`src/rtl/berr_pkg.sv`:
```
package berr_pkg;
    localparam int NUM_SRC  = 4;
    localparam int DATA_W   = 32;
    localparam int STAT_LSB = 0;
    localparam int MASK_LSB = 8;
    localparam int CLR_LSB  = 16;

    typedef enum logic {
        FLAG_IDLE = 1'b0,
        FLAG_PEND = 1'b1
    } flag_state_t;
endpackage

```
`src/rtl/berr_flag_cell.sv`:
```
module berr_flag_cell (
    input  logic clk,
    input  logic rst_n,
    input  logic event_i,
    input  logic clear_i,
    input  logic mask_wr_i,
    input  logic mask_d_i,
    output logic flag_o,
    output logic mask_o
);
    import berr_pkg::*;

    flag_state_t state_q, state_d;
    logic        mask_q;

    // next-state: EV_SET, CLR_DROP, HOLD
    always_comb begin
        state_d = state_q;
        unique case (state_q)
            FLAG_IDLE: if (event_i) state_d = FLAG_PEND;
            FLAG_PEND: if (clear_i && !event_i) state_d = FLAG_IDLE;
            default:   state_d = FLAG_IDLE;
        endcase
    end

    always_ff @(posedge clk or negedge rst_n) begin
        if (!rst_n) state_q <= FLAG_IDLE;
        else        state_q <= state_d;
    end

    always_ff @(posedge clk or negedge rst_n) begin
        if (!rst_n)         mask_q <= 1'b1;
        else if (mask_wr_i) mask_q <= mask_d_i;
    end

    always_comb begin
        flag_o = (state_q == FLAG_PEND);
        mask_o = mask_q;
    end
endmodule

```
`src/rtl/berr_reg_decode.sv`:
```
module berr_reg_decode #(
    parameter int          NUM_SRC    = berr_pkg::NUM_SRC,
    parameter int          ADDR_W     = 8,
    parameter logic [ADDR_W-1:0] REG_OFFSET = 8'h18
) (
    input  logic [ADDR_W-1:0]           bus_addr,
    input  logic                        bus_we,
    input  logic [berr_pkg::DATA_W-1:0] bus_wdata,
    input  logic [NUM_SRC-1:0]          flags,
    input  logic [NUM_SRC-1:0]          masks,
    output logic [NUM_SRC-1:0]          clr_vec,
    output logic                        mask_wr,
    output logic [NUM_SRC-1:0]          mask_d,
    output logic [berr_pkg::DATA_W-1:0] bus_rdata
);
    import berr_pkg::*;

    logic hit;

    always_comb begin
        hit     = (bus_addr == REG_OFFSET);
        mask_wr = hit && bus_we;
        mask_d  = bus_wdata[MASK_LSB +: NUM_SRC];
        clr_vec = mask_wr ? bus_wdata[CLR_LSB +: NUM_SRC] : '0;
        bus_rdata = '0;
        if (hit) begin
            bus_rdata[STAT_LSB +: NUM_SRC] = flags;
            bus_rdata[MASK_LSB +: NUM_SRC] = masks;
        end
    end
endmodule

```
`src/rtl/berr_irq_merge.sv`:
```
module berr_irq_merge #(
    parameter int NUM_SRC = berr_pkg::NUM_SRC
) (
    input  logic               clk,
    input  logic               rst_n,
    input  logic [NUM_SRC-1:0] flags,
    input  logic [NUM_SRC-1:0] masks,
    output logic               irq_o
);
    always_ff @(posedge clk or negedge rst_n) begin
        if (!rst_n) irq_o <= 1'b0;
        else        irq_o <= |(flags & ~masks);
    end
endmodule

```
`src/rtl/bus_err_irq_ctl.sv`:
```
module bus_err_irq_ctl #(
    parameter int                NUM_SRC    = berr_pkg::NUM_SRC,
    parameter int                ADDR_W     = 8,
    parameter logic [ADDR_W-1:0] REG_OFFSET = 8'h18
) (
    input  logic                        clk,
    input  logic                        rst_n,
    input  logic [NUM_SRC-1:0]          ev_i,
    input  logic [ADDR_W-1:0]           bus_addr,
    input  logic                        bus_we,
    input  logic [berr_pkg::DATA_W-1:0] bus_wdata,
    output logic [berr_pkg::DATA_W-1:0] bus_rdata,
    output logic                        irq_o
);
    logic [NUM_SRC-1:0] flag_vec;
    logic [NUM_SRC-1:0] mask_vec;
    logic [NUM_SRC-1:0] clr_vec;
    logic [NUM_SRC-1:0] mask_d;
    logic               mask_wr;

    berr_reg_decode #(
        .NUM_SRC(NUM_SRC), .ADDR_W(ADDR_W), .REG_OFFSET(REG_OFFSET)
    ) u_decode (
        .bus_addr (bus_addr),
        .bus_we   (bus_we),
        .bus_wdata(bus_wdata),
        .flags    (flag_vec),
        .masks    (mask_vec),
        .clr_vec  (clr_vec),
        .mask_wr  (mask_wr),
        .mask_d   (mask_d),
        .bus_rdata(bus_rdata)
    );

    for (genvar i = 0; i < NUM_SRC; i++) begin : g_src
        berr_flag_cell u_cell (
            .clk      (clk),
            .rst_n    (rst_n),
            .event_i  (ev_i[i]),
            .clear_i  (clr_vec[i]),
            .mask_wr_i(mask_wr),
            .mask_d_i (mask_d[i]),
            .flag_o   (flag_vec[i]),
            .mask_o   (mask_vec[i])
        );
    end

    berr_irq_merge #(.NUM_SRC(NUM_SRC)) u_merge (
        .clk  (clk),
        .rst_n(rst_n),
        .flags(flag_vec),
        .masks(mask_vec),
        .irq_o(irq_o)
    );
endmodule

```
`config.mk`:
```
export PLATFORM = sky130hd
export DESIGN_NAME = bus_err_irq_ctl
export DESIGN_NICKNAME = d
export VERILOG_FILES = /design/src/rtl/berr_pkg.sv /design/src/rtl/berr_flag_cell.sv /design/src/rtl/berr_reg_decode.sv /design/src/rtl/berr_irq_merge.sv /design/src/rtl/bus_err_irq_ctl.sv
export SDC_FILE = /design/constraint.sdc
export NUM_CORES = 1
export LEC_CHECK = 0
export ABC_AREA = 0
export BUFFER_PORTS_ARGS = -buffer_cell sky130_fd_sc_hd__buf_2
export CAP_MARGIN = 20
export CORE_UTILIZATION = 34
export CTS_CLUSTER_SIZE = 10
export DETAILED_ROUTE_END_ITERATION = 8
export PLACE_DENSITY = 0.84
export SYNTH_ARGS = -nofsm -noshare
export SYNTH_HDL_FRONTEND = slang
export SYNTH_SLANG_ARGS = --single-unit
```
`constraint.sdc`:
```
create_clock -name clk -period 2.28 [get_ports clk]
set_clock_uncertainty 0.05 [all_clocks]
set_input_delay 0.342 -clock clk [delete_from_list [all_inputs] [get_ports clk]]
set_output_delay 0.342 -clock clk [all_outputs]
set_load 0.02 [all_outputs]
```
**Word-level counts from Yosys, hierarchy flattened**

Cells that the tools add are included.
Widths: inputs -> output; s select.

- Output and inout bits: 33
- Bits in registers: 9

- Bitwise logic cells: 6
- Eq/ne operators: 1
- Mux-type cells: 15
- Reduce and logical (&&, ||, !) cells: 10

Operator list:

| cell | number |
|---|---|
| $mux 4 | 3 |
| $eq 8x5->1 const B | 1 |
| $mux 1 | 8 |
| $pmux 1 s2 | 4 |
| $logic_and 1x1->1 | 5 |
| $and 4x4->4 | 1 |
| $logic_not 1->1 | 4 |
| $not 1->1 | 4 |
| $not 4->4 | 1 |
| $reduce_or 4->1 | 1 |

**Logic depth before layout (Yosys ltp)**

Gate-level depths: netlist (run 1).

- Depth after elaboration: 6
- Mapped depth: 4
- Depth with buffers taken out: 3

**Hierarchy**

A second synthesis (run 1) with hierarchy kept.

- Cell total of the unflattened synthesis: 85
- Area total of the unflattened synthesis: 807.0 um2

Modules (own cells, without submodules):

| module | instances | area each (um2) | sequential area each (um2) | cells an instance |
|---|---|---|---|---|
| berr_reg_decode | 1 | 434.2 | 0.0 | 59 |
| berr_flag_cell | 4 | 77.6 | 51.3 | 5 |
| berr_irq_merge | 1 | 62.6 | 25.0 | 6 |

**Worst setup path before layout (run 1)**

No wires, ideal clock.

- Kind: input -> output
- From: in bus_addr[7]
- To: out bus_rdata[0] in the netlist's numbering
- Slack: 0.370 ns
- Arrival: 1.518 ns
- Path buffers: 1
- Stages on the path: 3
- Path through: or4_1 > clkbuf_2 > nor3_1

- Longest elaborated chain between the ends: 2

RTL lines:

| item | line | RTL |
|---|---|---|
| start, declared | bus_err_irq_ctl.sv:9 | `input logic [ADDR_W-1:0] bus_addr,` |
| $eq 8x5->1 | berr_reg_decode.sv:21 | `hit = (bus_addr == REG_OFFSET);` |
| $mux 4 | berr_reg_decode.sv:26 | `if (hit) begin` |
| end, declared | bus_err_irq_ctl.sv:12 | `output logic [berr_pkg::DATA_W-1:0] bus_rdata,` |

Every way passes these cells.

**Final worst setup path (run 1)**

- From: in bus_addr[7]
- To: out bus_rdata[8] in the netlist's numbering

Same word-level chain as after synthesis.

==> metrics.txt, run 1 <==
setup TNS=0 ns; Cell Area, Synth=638 um^2; Routed WL=1180 um; vias in the first global route=425; Final nets=152; DR DRC count=0; Worst Reg-to-Reg Cells=3; Netlist cell types=16; antenna violations before repair=0; first-pass GRT wire length=1620 um; placed cell count=124; Mapped Cells=70; number of port buffers=31; DRT iter0 DRCs=10; die area=2050 um^2; crit path max fanout=6; Clock transition at path regs=0.06 ns; outcome=complete, no violations; Finish-stage setup viols=0; drt via density=3.98; Post-Synth XOR/XNOR Area=0; Hold Buf Count CTS=1; post-synthesis mux area share=0.0706; hold_ws=0.199 ns; main combinational cell family by area after synthesis=buffers and inverters; Fmax=0.494 GHz; TritonCTS Buffers=3; CTS tree=done; height of the die=45.3 um; die width=45.3 um; cts repair resizes=0; FF-to-FF setup slack=1.23 ns; Post-CTS Setup Inserts=0; Synth area leader=buf_4; clock sink total=9; average wire per standard cell=9.16 um; PwrDens=474 nW/um^2; area fraction in compound gates after synthesis=0.0647; end of the critical path=bus_rdata[8]; Post-Synth Simple-Gate Area=0.155; DR vias=513; multi-input logic area=275 um^2; number of max-cap violations=0; RSZ-0062 raised after global routing=no; worst min-delay path class=in -> reg; register area=230 um^2; Critical Path RT=1.89 ns; crit start category=input pin; Ports=80; Final Hold Vio Count=0; CP Launch Point=bus_addr[7]; layout cell share with drive strength beyond 1=0.413; P&R area growth vs syn=19.4%; hold wc startpoint=bus_wdata[17]; synth warn=0; ant diodes=0; P_leak=0.419 nW; post-placement setup slack=0.261 ns; Synth top area share=0.282; cell breakdown of the critical path=buf_2 -> or4_1 -> nor2_1 -> and2_1 -> buf_2; CP max-delay cell=or4_1; min Tclk post-route=2.03 ns; total track usage=0.116; Setup WS post-layout=0.254 ns; post-route insts no fill=129; Worst Setup End Kind=output pin; Crit Path Category=in -> out; Synth Area in Adders=0; CP arrival=1.63 ns; largest net degree at the start of global routing=10; Worst VDD drop=0.000201 V; Root Driver=clkbuf_4; FF-to-FF Start=g_src[2].u_cell.mask_o$_DFFE_PN1P_; Mean Syn Cell Area=9.12 um^2; Worst R2R End=u_merge.irq_o$_DFF_PN0_; core area=1750 um^2; most used cell, CP=buf_2; Cell Rows=15; antenna-violating nets left=0; Max Slew Vio Count=0; H-tree Lvls=1; sequential share of the synthesized area=0.361; Longest Clk Path Bufs=2; #FFs+latches synth=9; fin util=0.437; final HPWL from detailed placement=993 um; GR Overflow Total=0; top cells by area, synth=buf_4 (28%), dfrtp_1 (20%), dfstp_2 (16%); drt pass-1 iters=4; Clock Latency Late Sink=0.26 ns; Filler Cell Count=183; GP Congestion=0.791; initial core utilization=0.366; final period utilization=0.888; CP max stage delay=0.66 ns
==> flip-flops by register name, summed over array words and instances (netlist names) <==
name and count:
g_src.u_cell.flag_o 4, g_src.u_cell.mask_o 4, u_merge.irq_o 1
==> layer usage <==
metal	wire, um	track usage
met4	0	0.0970
met2	636	0.186
met3	99	0.0400
met1	446	0.122
met5	0	0
==> through the flow <==
stage	instance area (um^2)	total power [mW]
after floorplan	724	0.246
final	762	0.361
after global routing	762	0.376
after detailed placement	726	0.238
after CTS	762	0.364
after global placement	726	0.236
==> synthesized netlist by cell type <==
cell       instances
a22oi_1            1
a31oi_1            4
and2_1             4
buf_4             24
clkbuf_2           1
conb_1             1
dfrtp_1            5
dfstp_2            4
inv_1              9
mux2_2             4
nand4bb_1          1
nor2_1             5
nor3_1             4
nor3_4             1
o221ai_1           1
or4_1              1
==> cell type report <==
cell class,count,share of cell area
Sequential cell,9,0.302
Timing Repair Buffer,32,0.217
Clock buffer,4,0.0345
Tap cell,25,0.0411
Multi-Input combinational cell,50,0.361
Inverter,9,0.0443
==> worst min path at each step <==
stage	slack (ns)	depth (start not counted)	to
floorplan	-0.004	0	g_src[0].u_cell.flag_o$_DFF_PN0_
global placement	0.14	1	u_merge.irq_o$_DFF_PN0_
detailed placement	0.15	1	g_src[2].u_cell.flag_o$_DFF_PN0_
CTS	0.20	2	g_src[1].u_cell.flag_o$_DFF_PN0_
global route	0.20	2	g_src[0].u_cell.flag_o$_DFF_PN0_
finish	0.20	2	g_src[1].u_cell.flag_o$_DFF_PN0_
==> cell usage in the layout, fill, tap and decap left out <==
cell and n:
a22oi_1 1, a31oi_1 4, and2_1 4, buf_2 31, clkbuf_1 1, clkbuf_4 3, conb_1 24, dfrtp_1 5
dfstp_2 4, dlygate4sd3_1 1, inv_1 9, mux2_2 4, nand4bb_1 1, nor2_1 5, nor3_1 4, nor3_4 1
o221ai_1 1, or4_1 1
==> power by group <==
part	switching (mW)	total (mW)	internal, mW
Clock	0.0567	0.124	0.0675
Sequential	0.00232	0.168	0.166
Combinational	0.0491	0.0683	0.0192
==> kinds of logic (layout without fill, tap and decap cells) <==
kind of cell / Yosys count / after routing
other cells: 1 / 24
buf+inv: 34 / 45
compound gates: 6 / 6
mux: 4 / 4
flops: 9 / 9
simple gates: 16 / 16
==> worst max-delay path, delay by kind of cell <==
family / cells / cell delay, ns
buf+inv: 2 / 0.24
simple gates: 3 / 1.05
Power figures use the tool's default switching activity.
==> run 2: changes to the inputs <==
PLACE_DENSITY = default   (was 0.84)
PLACE_DENSITY_LB_ADDON = 0.1   (was default)
==> metrics.txt, run 2 (synthesis gave the netlist of run 1 again) <==
outcome=complete, no violations; Critical Path RT=1.89 ns; average wire per standard cell=8.80 um; Root Driver=clkbuf_4; vias in the first global route=485; hold path endpoint=g_src[3].u_cell.flag_o$_DFF_PN0_; first-pass GRT wire length=1970 um; DR DRC count=0; Ports=80; total track usage=0.136; hold_ws=0.208 ns; register area=230 um^2; largest net degree at the start of global routing=10; Fmax=0.496 GHz; multi-input logic area=275 um^2; total power=0.353 mW; core area=1750 um^2; fin util=0.437; placed cell count=124; drt via density=3.91; CP max-delay cell=or4_1; Worst Setup End Kind=output pin; drt pass-1 iters=4; Final nets=152; min Tclk post-route=2.02 ns; most frequent cells in the layout=buf_2 (31), conb_1 (24), inv_1 (9); dpl cell area=726 um^2; GP Congestion=0.725; Cell Rows=15; height of the die=45.3 um; PwrDens=464 nW/um^2; most common cell after layout, fill and taps aside=buf_2; CTS tree=done; cell breakdown of the critical path=buf_2 -> or4_1 -> nor2_1 -> and2_1 -> buf_2; die area=2050 um^2; final period utilization=0.884; post-placement setup slack=0.241 ns; grt met1 use=0.148; H-tree Lvls=1; Routed WL=1140 um; layout cell share with drive strength beyond 1=0.413; crit path max fanout=6; crit start category=input pin; fin area=762 um^2; CP arrival=1.62 ns; M3 GR Usage=0.0680; RSZ-0062 raised after global routing=no; Worst Reg-to-Reg Cells=3; Longest Clk Path Bufs=2; Hold Buf Count CTS=1; most used cell, CP=buf_2; setup TNS=0 ns; P&R area growth vs syn=19.4%; number of port buffers=31; clock sink total=9; DRT iter0 DRCs=7; GRT busiest layer=met2; initial core utilization=0.366; Final Hold Vio Count=0; DR vias=504; Worst VDD drop=0.000296 V; cts repair resizes=0; antenna-violating nets left=0; worst min-delay path class=in -> reg; ant diodes=0; TritonCTS Buffers=3; hold wc startpoint=bus_wdata[19]; number of max-cap violations=0; Max Slew Vio Count=0; CP max stage delay=0.66 ns; grt met2 use=0.232; die width=45.3 um; Filler Cell Count=195; Post-CTS Setup Inserts=0; Worst R2R End=u_merge.irq_o$_DFF_PN0_; Crit Path Category=in -> out; GR Overflow Total=0; Finish-stage setup viols=0; hold depth=2; Setup WS post-layout=0.264 ns; antenna violations before repair=0; Clock Latency Late Sink=0.25 ns; Clock transition at path regs=0.06 ns; FF-to-FF Start=g_src[2].u_cell.mask_o$_DFFE_PN1P_; final HPWL from detailed placement=992 um; post-route insts no fill=129; P_leak=0.419 nW; FF-to-FF setup slack=1.23 ns
run 2: cell counts in the layout (fill, tap and decap cells not counted):
No cell type changed its count.
run 2: worst max-delay path by stage:
stage	from	endpoint	slack, ns
after CTS	bus_addr[7]	bus_rdata[3]	0.25
after global routing	bus_addr[7]	bus_rdata[3]	0.12
after detailed placement	bus_addr[7]	g_src[2].u_cell.mask_o$_DFFE_PN1P_	0.24
final	bus_addr[7]	bus_rdata[3]	0.26
after global placement	bus_addr[7]	g_src[3].u_cell.mask_o$_DFFE_PN1P_	0.22
after floorplan	bus_addr[7]	bus_rdata[0]	0.37
run 2: metal layers:
layer,part of all wire,up-vias
met5,0,-
li1,-,246
met1,0.39,230
met2,0.53,28
met3,0.084,0
met4,0,0
run 2: power breakdown:
group          total, mW  internal, mW  switching [mW]
sequential         0.168         0.166         0.00211
clock              0.118        0.0671          0.0505
combinational     0.0678        0.0192          0.0486
run 2: cell type report:
cell class,count,area share
clock buffers,4,0.0345
inverters,9,0.0443
multi-input cells,50,0.361
flip-flops and latches,9,0.302
well taps,25,0.0411
repair buffers,32,0.217
run 2: worst max-delay path: cells and delay by family:
| family | cells | cell delay, ns |
|---|---|---|
| buffers and inverters | 2 | 0.24 |
| and+or+nand+nor | 3 | 1.03 |
